==> config.mk <==
export PLATFORM = sky130hd
export DESIGN_NAME = dmag_addr_gen
export DESIGN_NICKNAME = d
export VERILOG_FILES = /design/src/rtl/dmag_pkg.sv /design/src/rtl/dmag_decode.sv /design/src/rtl/dmag_addr_cnt.sv /design/src/rtl/dmag_word_cnt.sv /design/src/rtl/dmag_term.sv /design/src/rtl/dmag_addr_gen.sv
export SDC_FILE = /design/constraint.sdc
export NUM_CORES = 1
export LEC_CHECK = 0
export CORE_ASPECT_RATIO = 1.1
export CORE_MARGIN = 2
export CORE_UTILIZATION = 58
export DETAILED_ROUTE_END_ITERATION = 6
export PLACE_DENSITY = 0.81
export SYNTH_ARGS = -nofsm -noshare
export SYNTH_HDL_FRONTEND = slang
export SYNTH_SLANG_ARGS = --single-unit
==> constraint.sdc <==
create_clock -name clk_i -period 3.3 [get_ports clk_i]
set_input_delay 0.495 -clock clk_i [delete_from_list [all_inputs] [get_ports clk_i]]
set_output_delay 0.495 -clock clk_i [all_outputs]
set_load 0.05 [all_outputs]
==> src/rtl/dmag_pkg.sv <==
package dmag_pkg;

  typedef enum logic [2:0] {
    OP_WR_MODE = 3'd0,
    OP_RD_MODE = 3'd1,
    OP_RD_WC   = 3'd2,
    OP_RD_AC   = 3'd3,
    OP_REINIT  = 3'd4,
    OP_LD_AC   = 3'd5,
    OP_LD_WC   = 3'd6,
    OP_ARM     = 3'd7
  } op_e;

  typedef enum logic [1:0] {
    TERM_ONE   = 2'd0,
    TERM_WCMP  = 2'd1,
    TERM_ACMP  = 2'd2,
    TERM_CARRY = 2'd3
  } term_e;

  typedef struct packed {
    logic  dn;
    term_e term;
  } mode_t;

  typedef enum logic [1:0] {
    RSRC_MODE = 2'd0,
    RSRC_WC   = 2'd1,
    RSRC_AC   = 2'd2
  } rsrc_e;

  localparam int unsigned MODE_W = $bits(mode_t);

endpackage

==> src/rtl/dmag_decode.sv <==
module dmag_decode
  import dmag_pkg::*;
(
  input  logic              clk_i,
  input  logic              rst_ni,
  input  logic              op_valid_i,
  input  logic [2:0]        op_i,
  input  logic [MODE_W-1:0] mode_wdata_i,
  output mode_t             mode_o,
  output logic              armed_o,
  output logic              ld_ac_o,
  output logic              ld_wc_o,
  output logic              reinit_o,
  output logic              rd_en_o,
  output rsrc_e             rd_src_o
);

  op_e   op;
  mode_t mode_q;
  logic  armed_q;
  logic  wr_mode;
  logic  arm;

  assign op = op_e'(op_i);

  always_comb begin
    wr_mode  = 1'b0;
    arm      = 1'b0;
    ld_ac_o  = 1'b0;
    ld_wc_o  = 1'b0;
    reinit_o = 1'b0;
    rd_en_o  = 1'b0;
    rd_src_o = RSRC_MODE;
    if (op_valid_i) begin
      unique case (op)
        OP_WR_MODE: wr_mode  = 1'b1;
        OP_RD_MODE: begin rd_en_o = 1'b1; rd_src_o = RSRC_MODE; end
        OP_RD_WC:   begin rd_en_o = 1'b1; rd_src_o = RSRC_WC;   end
        OP_RD_AC:   begin rd_en_o = 1'b1; rd_src_o = RSRC_AC;   end
        OP_REINIT:  reinit_o = 1'b1;
        OP_LD_AC:   ld_ac_o  = 1'b1;
        OP_LD_WC:   ld_wc_o  = 1'b1;
        OP_ARM:     arm      = 1'b1;
        default:    ;
      endcase
    end
  end

  always_ff @(posedge clk_i or negedge rst_ni) begin
    if (!rst_ni) mode_q <= '0;
    else if (wr_mode) mode_q <= mode_t'(mode_wdata_i);
  end

  // any setup opcode stops the engine until re-armed
  always_ff @(posedge clk_i or negedge rst_ni) begin
    if (!rst_ni) armed_q <= 1'b0;
    else if (wr_mode || ld_ac_o || ld_wc_o || reinit_o) armed_q <= 1'b0;
    else if (arm) armed_q <= 1'b1;
  end

  assign mode_o  = mode_q;
  assign armed_o = armed_q;

endmodule

==> src/rtl/dmag_addr_cnt.sv <==
module dmag_addr_cnt #(
  parameter int unsigned AW = 16
) (
  input  logic          clk_i,
  input  logic          rst_ni,
  input  logic          ld_i,
  input  logic          reinit_i,
  input  logic          step_i,
  input  logic          dn_i,
  input  logic [AW-1:0] ld_val_i,
  output logic [AW-1:0] ac_o
);

  logic [AW-1:0] ac_q, start_q, ac_next;

  assign ac_next = dn_i ? ac_q - AW'(1) : ac_q + AW'(1);

  always_ff @(posedge clk_i or negedge rst_ni) begin
    if (!rst_ni) begin
      ac_q    <= '0;
      start_q <= '0;
    end else if (ld_i) begin
      ac_q    <= ld_val_i;
      start_q <= ld_val_i;
    end else if (reinit_i) begin
      ac_q    <= start_q;
    end else if (step_i) begin
      ac_q    <= ac_next;
    end
  end

  assign ac_o = ac_q;

endmodule

==> src/rtl/dmag_word_cnt.sv <==
module dmag_word_cnt #(
  parameter int unsigned WW = 16
) (
  input  logic          clk_i,
  input  logic          rst_ni,
  input  logic          ld_i,
  input  logic          reinit_i,
  input  logic          step_i,
  input  logic          up_i,
  input  logic          zero_start_i,
  input  logic [WW-1:0] ld_val_i,
  output logic [WW-1:0] wc_o,
  output logic [WW-1:0] wc_init_o
);

  logic [WW-1:0] wc_q, init_q, wc_next;

  assign wc_next = up_i ? wc_q + WW'(1) : wc_q - WW'(1);

  always_ff @(posedge clk_i or negedge rst_ni) begin
    if (!rst_ni) begin
      wc_q   <= '0;
      init_q <= '0;
    end else if (ld_i) begin
      init_q <= ld_val_i;
      wc_q   <= zero_start_i ? '0 : ld_val_i;
    end else if (reinit_i) begin
      wc_q   <= zero_start_i ? '0 : init_q;
    end else if (step_i) begin
      wc_q   <= wc_next;
    end
  end

  assign wc_o      = wc_q;
  assign wc_init_o = init_q;

endmodule

==> src/rtl/dmag_term.sv <==
module dmag_term
  import dmag_pkg::*;
#(
  parameter int unsigned AW = 16,
  parameter int unsigned WW = 16
) (
  input  logic          clk_i,
  input  logic          rst_ni,
  input  logic          step_req_i,
  input  logic          clr_i,
  input  term_e         term_i,
  input  logic [AW-1:0] ac_i,
  input  logic [WW-1:0] wc_i,
  input  logic [WW-1:0] wc_init_i,
  output logic          step_o,
  output logic          done_o
);

  localparam int unsigned CW = (AW > WW) ? AW : WW;

  logic          hit;
  logic          done_q;
  logic [WW-1:0] wc_inc;

  assign wc_inc = wc_i + WW'(1);

  // hit is evaluated on the pre-step value: the step taken now is the last one
  always_comb begin
    unique case (term_i)
      TERM_ONE:   hit = (wc_i == WW'(1));
      TERM_WCMP:  hit = (wc_inc == wc_init_i);
      TERM_ACMP:  hit = (CW'(ac_i) == CW'(wc_init_i));
      TERM_CARRY: hit = &wc_i;
      default:    hit = 1'b0;
    endcase
  end

  assign step_o = step_req_i && !done_q && !clr_i;

  always_ff @(posedge clk_i or negedge rst_ni) begin
    if (!rst_ni) done_q <= 1'b0;
    else if (clr_i) done_q <= 1'b0;
    else if (step_o && hit) done_q <= 1'b1;
  end

  assign done_o = done_q;

endmodule

==> src/rtl/dmag_addr_gen.sv <==
module dmag_addr_gen
  import dmag_pkg::*;
#(
  parameter int unsigned DW = 16,
  parameter int unsigned AW = 16,
  parameter int unsigned WW = 16
) (
  input  logic          clk_i,
  input  logic          rst_ni,
  input  logic          op_valid_i,
  input  logic [2:0]    op_i,
  input  logic [DW-1:0] data_i,
  output logic [DW-1:0] data_o,
  input  logic          count_en_i,
  output logic [AW-1:0] addr_o,
  output logic          done_o
);

  mode_t         mode;
  logic          armed;
  logic          ld_ac, ld_wc, reinit;
  logic          rd_en;
  rsrc_e         rd_src;
  logic          step;
  logic          cnt_clr;
  logic          wc_up, wc_zero_start;
  logic [AW-1:0] ac;
  logic [WW-1:0] wc, wc_init;
  logic [DW-1:0] rd_mux, rd_q;

  dmag_decode u_dec (
    .clk_i        (clk_i),
    .rst_ni       (rst_ni),
    .op_valid_i   (op_valid_i),
    .op_i         (op_i),
    .mode_wdata_i (data_i[MODE_W-1:0]),
    .mode_o       (mode),
    .armed_o      (armed),
    .ld_ac_o      (ld_ac),
    .ld_wc_o      (ld_wc),
    .reinit_o     (reinit),
    .rd_en_o      (rd_en),
    .rd_src_o     (rd_src)
  );

  assign cnt_clr       = ld_ac || ld_wc || reinit;
  assign wc_up         = (mode.term != TERM_ONE);
  assign wc_zero_start = (mode.term == TERM_WCMP) || (mode.term == TERM_ACMP);

  dmag_term #(.AW(AW), .WW(WW)) u_term (
    .clk_i      (clk_i),
    .rst_ni     (rst_ni),
    .step_req_i (armed && count_en_i),
    .clr_i      (cnt_clr),
    .term_i     (mode.term),
    .ac_i       (ac),
    .wc_i       (wc),
    .wc_init_i  (wc_init),
    .step_o     (step),
    .done_o     (done_o)
  );

  dmag_addr_cnt #(.AW(AW)) u_ac (
    .clk_i    (clk_i),
    .rst_ni   (rst_ni),
    .ld_i     (ld_ac),
    .reinit_i (reinit),
    .step_i   (step),
    .dn_i     (mode.dn),
    .ld_val_i (data_i[AW-1:0]),
    .ac_o     (ac)
  );

  dmag_word_cnt #(.WW(WW)) u_wc (
    .clk_i        (clk_i),
    .rst_ni       (rst_ni),
    .ld_i         (ld_wc),
    .reinit_i     (reinit),
    .step_i       (step),
    .up_i         (wc_up),
    .zero_start_i (wc_zero_start),
    .ld_val_i     (data_i[WW-1:0]),
    .wc_o         (wc),
    .wc_init_o    (wc_init)
  );

  always_comb begin
    unique case (rd_src)
      RSRC_MODE: rd_mux = DW'(mode);
      RSRC_WC:   rd_mux = DW'(wc);
      RSRC_AC:   rd_mux = DW'(ac);
      default:   rd_mux = '0;
    endcase
  end

  always_ff @(posedge clk_i or negedge rst_ni) begin
    if (!rst_ni) rd_q <= '0;
    else if (rd_en) rd_q <= rd_mux;
  end

  assign data_o = rd_q;
  assign addr_o = ac;

endmodule

==> implementation parameters, run 1 <==
Parameter                              Value

Routing
  Starting DRC count in detailed routing ... 481
  Detailed-route wire length ... 17900 um
  Vias per cell ... 6.61
  First drt pass iteration count ... 5
  Total via count after detailed routing ... 5498
  Average wire per cell in the routed design ... 21.5 um
  Total DRC errors in the routed layout ... 0
  Antenna Nets Post-Route ... 0

Worst setup path
  Cells traversed along the worst timing path ... or4_4, or4_4, or3_4, o22ai_2, o211ai_1, or4_1, o31ai_2
  Register-to-Register Path Depth ... 7
  Setup slack on the worst flop-to-flop path ... roughly 0.47 ns
  Worst Path Required ... about 3.6 ns
  Worst-path fanout max ... 12
  Crit path capture type ... flip-flop
  Crit Reg-Reg Startpoint ... u_wc.wc_o[7]$_DFFE_PN0P_
  Endpoint of the lowest-slack register-to-register path ... u_term.done_o$_DFFE_PN0P_
  Max stage delay cell, worst path ... sky130_fd_sc_hd__or4_4
  Path length in cells of the critical path ... 7
  Delay of the slowest cell on the worst path ... between 0.5 and 0.6 ns
  Crit. Startpoint ... u_wc.wc_o[7]$_DFFE_PN0P_
  Arrival time at the worst endpoint ... 3.11 ns
  Kind of cell adding the most delay to the critical path ... simple AND/OR/NAND/NOR gates
  Worst setup path endpoint ... u_term.done_o$_DFFE_PN0P_
  Buffers and inverters on the worst path ... 0
  Critical path's most frequent cell ... sky130_fd_sc_hd__or4_4
  Element type at the critical path start ... flip-flop
  Startpoint-to-endpoint class of the critical path ... flip-flop to flip-flop

Synthesis
  Post-synthesis sequential element count ... 85
  Synthesized instance count ... 664
  Post-Syn Area ... 5880 um2
  Asr flop ratio synth ... 100%
  Post-synthesis area per instance ... 8.86 um2
  Most used flip-flop cell after synthesis ... sky130_fd_sc_hd__dfrtp_1
  Number of nets produced by synthesis ... 708
  Count of distinct cell types in the synthesized netlist ... between 60 and 70
  Fraction of the yosys area taken by sequential cells ... 36.2%
  Number of flops mapped to enable cells by yosys ... 0
  YS warnings ... 0

Pwr
  Switching share of power ... about half
  Internal power ... just over 3000 uW
  Power spent charging and discharging nets ... 2920 uW
  Design Power ... 6030 uW
  Leakage component of the power ... 0.00286 uW
  Power share of the clock group ... 12.5%
  Sequential cell fraction of total power ... a little under a third
  Logic gate share of total power ... ~56%
  VDD IR max ... between 0.6 and 0.7 mV
  Power density over cell area ... about 900 nW/um2

Layout
  Share of post-route cells with drive strength above 1 ... a little under 7%
  Fillers ... approximately 850
  Layout Nets ... 752
  Area occupied by multi-input gates ... 3510 um2
  Final antenna diode count ... 0
  Layout Area Growth over Synthesis ... 15.1%
  Final Non-Filler Cells ... 832
  Sequential cell area ... 2130 um2

Timing
  Number of hold-slack violations in the final timing report ... 0
  Setup TNS Final ... 0 ns
  Relative slew margins ... around a tenth
  Final clock skew ... between 0.01 and 0.015 ns
  Fin crit period ... ~2.8 ns
  Part of the cycle the worst path needs ... a little under nine tenths
  Fmax ... roughly 350 MHz
  Setup violations, final ... 0
  Worst hold slack after final layout ... 0.321 ns
  Setup repair after global routing missed its margin ... false
  Slew at the pin with the worst max-slew slack ... roughly 1.3 ns
  Final max-slew violation count ... 0

Clock tree
  Max Buffers Root-to-Sink ... 2
  Number of hold-repair buffers added at the cts stage ... 0
  Number of clock sinks seen by CTS ... 85
  Clock transition at the registers of the reported paths ... roughly 0.090 ns
  Post_cts resized ... 0
  Number of setup buffers added after CTS ... 0
  Clock latency at the later pin of the worst-skew pair ... 0.37 ns
  TritonCTS clock tree ... done
  H-tree depth ... 3
  Master cell of the clock root buffer ... sky130_fd_sc_hd__clkbuf_8
  Total CTS buffers ... 9

Global route
  Final global-route overflow total ... 0
  Vias in the first global route ... 5405
  Pin count of the biggest net entering global routing ... 86
  Wire length of the first global-routing pass ... 28200 um
  Combined global-route utilization of all metal layers ... 33.4%
  Initial antenna violation count ... 0

Die
  I/O pin total ... 56
  Effective utilization at floorplan ... 59.5%
  Core footprint ... 9890 um2
  Height of the die ... 110 um
  Horizontal die dimension ... ~100 um
  Standard-cell rows ... 38
  Total die area ... 11000 um2

Job
  Number of max-cap violations ... 0

Placed design
  Detailed placer's ending HPWL ... 13000 um
  RD Place Congestion ... roughly 0.98
  Count of buffers inserted at the top-level ports ... 55
  Number of cells in the design after placement ... 817

Outcome
  Run status ... complete, no violations

Worst hold path
  Hold Path Class ... primary input to async pin
[worst min path at each step]
stage	from	endpoint	slack [ns]
final	rst_ni	u_wc.wc_init_o[0]$_DFFE_PN0P_	0.32
after CTS	rst_ni	data_o[5]$_DFFE_PN0P_	0.37
after floorplan	rst_ni	data_o[0]$_DFFE_PN0P_	0.20
after global placement	data_o[14]$_DFFE_PN0P_	data_o[14]$_DFFE_PN0P_	0.46
after detailed placement	data_o[14]$_DFFE_PN0P_	data_o[14]$_DFFE_PN0P_	0.47
after global routing	rst_ni	u_wc.wc_o[5]$_DFFE_PN0P_	0.41
[final cells by class]
cell class              instances  area share, %
inverters                      22           1.22
clock buffers                  11           2.09
well taps                     120           2.22
repair buffers                 77           10.5
clock inverters                 4          0.721
multi-input cells             513           51.8
flip-flops and latches         85           31.4
[flip-flops by register name (all words and copies together), names as in the netlist]
signal / count
u_ac.start_q: 16
u_dec.armed_o: 1
u_ac.ac_o: 16
u_wc.wc_init_o: 16
u_dec.mode_o: 3
data_o: 16
u_term.done_o: 1
u_wc.wc_o: 16
[per-stage QoR]
stage / worst slack, ns / area, um2 / util [%]
after floorplan: 0.663 / 5880 / -
after global placement: 0.373 / 6580 / 66.5
after detailed placement: 0.183 / 6580 / 66.5
after CTS: 0.495 / 6770 / 68.4
after global routing: 0.267 / 6770 / 68.4
final: 0.473 / 6770 / 68.4
[cells by family after synthesis]
family / after synthesis / synth area share, %
buffers and inverters: 66 / 4.36
xor gates and xnor gates: 37 / 5.51
adders and majority gates: 21 / 4.60
muxes: 64 / 11.5
DFF: 85 / 36.2
and+or+nand+nor: 199 / 16.3
AOI/OAI and AO/OA: 192 / 21.6
[worst register-to-register path, stage by stage (launching register included)]
cell	delay (ns)
sky130_fd_sc_hd__dfrtp_1	0.53
sky130_fd_sc_hd__or4_4	0.55
sky130_fd_sc_hd__or4_4	0.45
sky130_fd_sc_hd__or3_4	0.36
sky130_fd_sc_hd__o22ai_2	0.16
sky130_fd_sc_hd__o211ai_1	0.10
sky130_fd_sc_hd__or4_1	0.42
sky130_fd_sc_hd__o31ai_2	0.18
[power groups by stage]
| stage | Combinational (uW) | Clock (uW) | Sequential, uW |
|---|---|---|---|
| floorplan | 1970 | 0 | 2210 |
| global route | 3650 | 801 | 1920 |
| global placement | 3280 | 0 | 1870 |
| detailed placement | 3340 | 0 | 1880 |
| finish | 3390 | 755 | 1880 |
| CTS | 3360 | 761 | 1860 |
[cells in the final DEF (no fill, tap or decap), types with 4 or more instances in the layout]
| cell type | n |
|---|---|
| sky130_fd_sc_hd__clkbuf_8 | 10 |
| sky130_fd_sc_hd__a211oi_1 | 11 |
| sky130_fd_sc_hd__or3_1 | 6 |
| sky130_fd_sc_hd__xnor2_1 | 28 |
| sky130_fd_sc_hd__a22oi_1 | 9 |
| sky130_fd_sc_hd__mux2i_1 | 34 |
| sky130_fd_sc_hd__dfrtp_1 | 85 |
| sky130_fd_sc_hd__nand2b_1 | 6 |
| sky130_fd_sc_hd__nand2_1 | 66 |
| sky130_fd_sc_hd__o21ai_1 | 33 |
| sky130_fd_sc_hd__a31oi_1 | 15 |
| sky130_fd_sc_hd__a221o_1 | 5 |
| sky130_fd_sc_hd__o21ai_0 | 11 |
| sky130_fd_sc_hd__o22ai_1 | 10 |
| sky130_fd_sc_hd__inv_1 | 20 |
| sky130_fd_sc_hd__o22a_1 | 5 |
| sky130_fd_sc_hd__a21o_1 | 6 |
| sky130_fd_sc_hd__o21a_1 | 9 |
| sky130_fd_sc_hd__nor3_1 | 15 |
| sky130_fd_sc_hd__xor2_1 | 9 |
| sky130_fd_sc_hd__nor2_1 | 42 |
| sky130_fd_sc_hd__a222oi_1 | 4 |
| sky130_fd_sc_hd__nor2b_1 | 8 |
| sky130_fd_sc_hd__clkdlybuf4s50_1 | 53 |
| sky130_fd_sc_hd__and3_1 | 4 |
| sky130_fd_sc_hd__mux2_1 | 30 |
| sky130_fd_sc_hd__a21oi_1 | 43 |
| sky130_fd_sc_hd__ha_1 | 20 |
| sky130_fd_sc_hd__buf_4 | 23 |
| sky130_fd_sc_hd__nand3_1 | 27 |
[cell usage after synthesis (7+ instances only)]
library cell / count / share of area, %
sky130_fd_sc_hd__nand2_1: 66 / 4.2
sky130_fd_sc_hd__nor2_1: 42 / 2.7
sky130_fd_sc_hd__nor2b_1: 8 / 0.85
sky130_fd_sc_hd__a211oi_1: 11 / 1.4
sky130_fd_sc_hd__mux2_1: 30 / 5.7
sky130_fd_sc_hd__xnor2_1: 28 / 4.2
sky130_fd_sc_hd__a22oi_1: 9 / 1.1
sky130_fd_sc_hd__o21a_1: 9 / 1.1
sky130_fd_sc_hd__xor2_1: 9 / 1.3
sky130_fd_sc_hd__o21ai_1: 33 / 2.8
sky130_fd_sc_hd__clkbuf_1: 35 / 2.2
sky130_fd_sc_hd__mux2i_1: 34 / 5.8
sky130_fd_sc_hd__o22ai_1: 10 / 1.1
sky130_fd_sc_hd__nand3_1: 27 / 2.3
sky130_fd_sc_hd__a21oi_1: 43 / 3.7
sky130_fd_sc_hd__a31oi_1: 15 / 1.6
sky130_fd_sc_hd__ha_1: 20 / 4.3
sky130_fd_sc_hd__o21ai_0: 11 / 0.94
sky130_fd_sc_hd__dfrtp_1: 85 / 36
sky130_fd_sc_hd__buf_1: 7 / 0.45
sky130_fd_sc_hd__nor3_1: 16 / 1.4
sky130_fd_sc_hd__inv_1: 20 / 1.3
[routing by layer]
layer | vias to the layer above | wire, um | global-route usage [%]
met5 | - | 0 | 0
met4 | 0 | 603 | 15.5
met3 | 48 | 1290 | 6.10
met2 | 254 | 8450 | 53.1
met1 | 2668 | 7530 | 44.6
li1 | 2528 | - | -
(Power assumes the default switching activity.)
==> inputs of run 2 (changes only) <==
- CORE_UTILIZATION: 58 -> 53
- PLACE_DENSITY: 0.81 -> 0.78
- clock period: 3.3 -> 2.4 ns (I/O delays scaled with it)
==> implementation parameters, run 2 (same netlist as run 1, synthesis figures left out) <==
Parameter                              Value

Clock tree
  Max Buffers Root-to-Sink ... 2
  Total CTS buffers ... 9
  Number of clock sinks seen by CTS ... 85
  Master cell of the clock root buffer ... sky130_fd_sc_hd__clkbuf_16
  TritonCTS clock tree ... done
  Clock transition at the registers of the reported paths ... 0.06 ns
  H-tree depth ... 3
  Clock latency at the later pin of the worst-skew pair ... 0.35 ns

Timing
  Part of the cycle the worst path needs ... 111%
  Relative slew margins ... 58.6%
  Setup TNS Final ... -0.367 ns
  Slew at the pin with the worst max-slew slack ... 0.617 ns
  Fmax ... 374 MHz
  Setup violations, final ... 2
  Final max-slew violation count ... 0
  Number of hold-slack violations in the final timing report ... 22
  Setup repair after global routing missed its margin ... true
  Final clock skew ... 0.00811 ns
  Worst hold slack after final layout ... -0.0101 ns
  Fin crit period ... approximately 2.7 ns
  Final worst setup slack ... -0.274 ns

Routing
  Total via count after detailed routing ... 5729
  First drt pass iteration count ... 7
  Total DRC errors in the routed layout ... 0
  Top layer reached by signal wires ... met4
  Total length of routed met3 wires ... about 1300 um
  Detailed-route wire length ... 19000 um
  Starting DRC count in detailed routing ... 406
  Antenna Nets Post-Route ... 0
  Routed wire length on met2 ... 9140 um
  Average wire per cell in the routed design ... between 20 and 25 um
  Vias per cell ... around 6
  Total routed wire length on the met1 layer ... 8070 um

Worst setup path
  Worst Path Required ... 2.65 ns
  Register-to-Register Path Depth ... 7
  Startpoint-to-endpoint class of the critical path ... flip-flop to flip-flop
  Critical path's most frequent cell ... sky130_fd_sc_hd__or4_4
  Endpoint of the lowest-slack register-to-register path ... u_term.done_o$_DFFE_PN0P_
  Delay of the slowest cell on the worst path ... 0.55 ns
  Crit Reg-Reg Startpoint ... u_wc.wc_o[9]$_DFFE_PN0P_
  Element type at the critical path start ... flip-flop
  Setup slack on the worst flop-to-flop path ... -0.27 ns
  Worst-path fanout max ... 3
  Cells traversed along the worst timing path ... or4_4, or4_4, or3_4, o22ai_2, o211ai_1, or4_1, o31ai_2
  Max stage delay cell, worst path ... sky130_fd_sc_hd__or4_4
  Arrival time at the worst endpoint ... between 2 and 3 ns
  Crit path capture type ... flip-flop

Layout
  Most used cells in the layout excluding fill and tap cells ... sky130_fd_sc_hd__buf_4 (90), sky130_fd_sc_hd__dfrtp_1 (81), sky130_fd_sc_hd__nand2_1 (66)
  Layout Nets ... slightly above 800
  Layout Area Growth over Synthesis ... 30.2%
  Final antenna diode count ... 0
  Share of post-route cells with drive strength above 1 ... 18.8%
  Fillers ... 816
  Leading cell type in the layout, fill and taps excluded ... sky130_fd_sc_hd__buf_4
  Final non-filler cell area ... 7660 um2

Global route
  Combined global-route utilization of all metal layers ... between 30% and 40%
  Initial antenna violation count ... 0
  Vias in the first global route ... between 5000 and 6000
  Wire length of the first global-routing pass ... roughly 30000 um
  Pin count of the biggest net entering global routing ... 48
  Final global-route overflow total ... 0

Die
  Horizontal die dimension ... 104 um
  Height of the die ... 114 um
  Standard-cell rows ... 40
  I/O pin total ... 56
  Core footprint ... around 11000 um2
  Effective utilization at floorplan ... 54.1%
  Total die area ... 12000 um2

Placed design
  RD Place Congestion ... 0.989
  Detailed placer's ending HPWL ... 14100 um
  Count of buffers inserted at the top-level ports ... 55
  Instance area after placement ... 7120 um2

Pwr
  Leakage component of the power ... 0.00329 uW
  VDD IR max ... ~1.0 mV
  Power density over cell area ... 1280 nW/um2

Job
  Number of max-cap violations ... 0

Outcome
  Violated checks ... hold timing, setup timing
  Run status ... finished with violations

Worst hold path
  Hold Path Class ... primary input to async pin
## run 2: cell count changes in the layout (fill, tap and decap cells not counted), sizes merged
cell    previous run  this run
bufinv             1         2
inv               22        24
clkbuf            11        12
buf               24        94
clkinv             3         0
## run 2: worst max-delay path: cells and delay by family, from the launching register on
family	cells	cell delay, ns
AND/OR/NAND/NOR	4	1.79
AO/OA/AOI/OAI	3	0.40
flip-flops	1	0.39
## run 2: area by class of cell
class                   count  area (um2)  share of cell area [%]
well taps                 147         184                    2.40
multi-input cells         513        3670                    47.9
inverters                  22        82.6                    1.08
clock inverters             4        77.6                    1.01
clock buffers              12         256                    3.35
flip-flops and latches     85        2130                    27.8
repair buffers            147        1250                    16.4
## run 2: stage by stage
| stage | util, % | setup WS, ns | cells | total power (uW) |
|---|---|---|---|---|
| 2_1_floorplan | - | -0.213 | 664 | 5740 |
| 3_3_place_gp | 65.6 | -0.178 | 910 | 7650 |
| 3_5_place_dp | 65.6 | -0.250 | 910 | 7770 |
| 4_1_cts | 68.8 | -0.265 | 926 | 9440 |
| 5_1_grt | 70.5 | -0.323 | 930 | 10300 |
| 6_report | 70.5 | -0.274 | 930 | 9790 |
## run 2: how the worst max path moves through the flow
stage | start | end | cells after the start
2_1_floorplan | u_wc.wc_o[8]$_DFFE_PN0P_ | u_term.done_o$_DFFE_PN0P_ | 8
3_3_place_gp | u_wc.wc_o[9]$_DFFE_PN0P_ | u_term.done_o$_DFFE_PN0P_ | 7
3_5_place_dp | u_wc.wc_o[9]$_DFFE_PN0P_ | u_term.done_o$_DFFE_PN0P_ | 7
4_1_cts | u_wc.wc_o[9]$_DFFE_PN0P_ | u_term.done_o$_DFFE_PN0P_ | 7
5_1_grt | u_wc.wc_o[9]$_DFFE_PN0P_ | u_term.done_o$_DFFE_PN0P_ | 7
6_report | u_wc.wc_o[9]$_DFFE_PN0P_ | u_term.done_o$_DFFE_PN0P_ | 7
## run 2: timing repair
item                                    CTS  global route
hold buffers                              0             0
buffers inserted                          0             4
endpoints found under the setup margin    7            10
resized for setup                         3            27
pin swaps                                 0             9
## run 2: layer usage
metal	vias up	GRT usage, %
met1	2746	43.9
met4	0	11.2
met5	-	0
li1	2676	-
met3	41	3.30
met2	266	54.2
## run 2: power breakdown
part,switching (uW),leakage [uW],internal (uW)
clock network,615,0.000164,978
registers,447,0.00105,1890
logic,3320,0.00207,2540
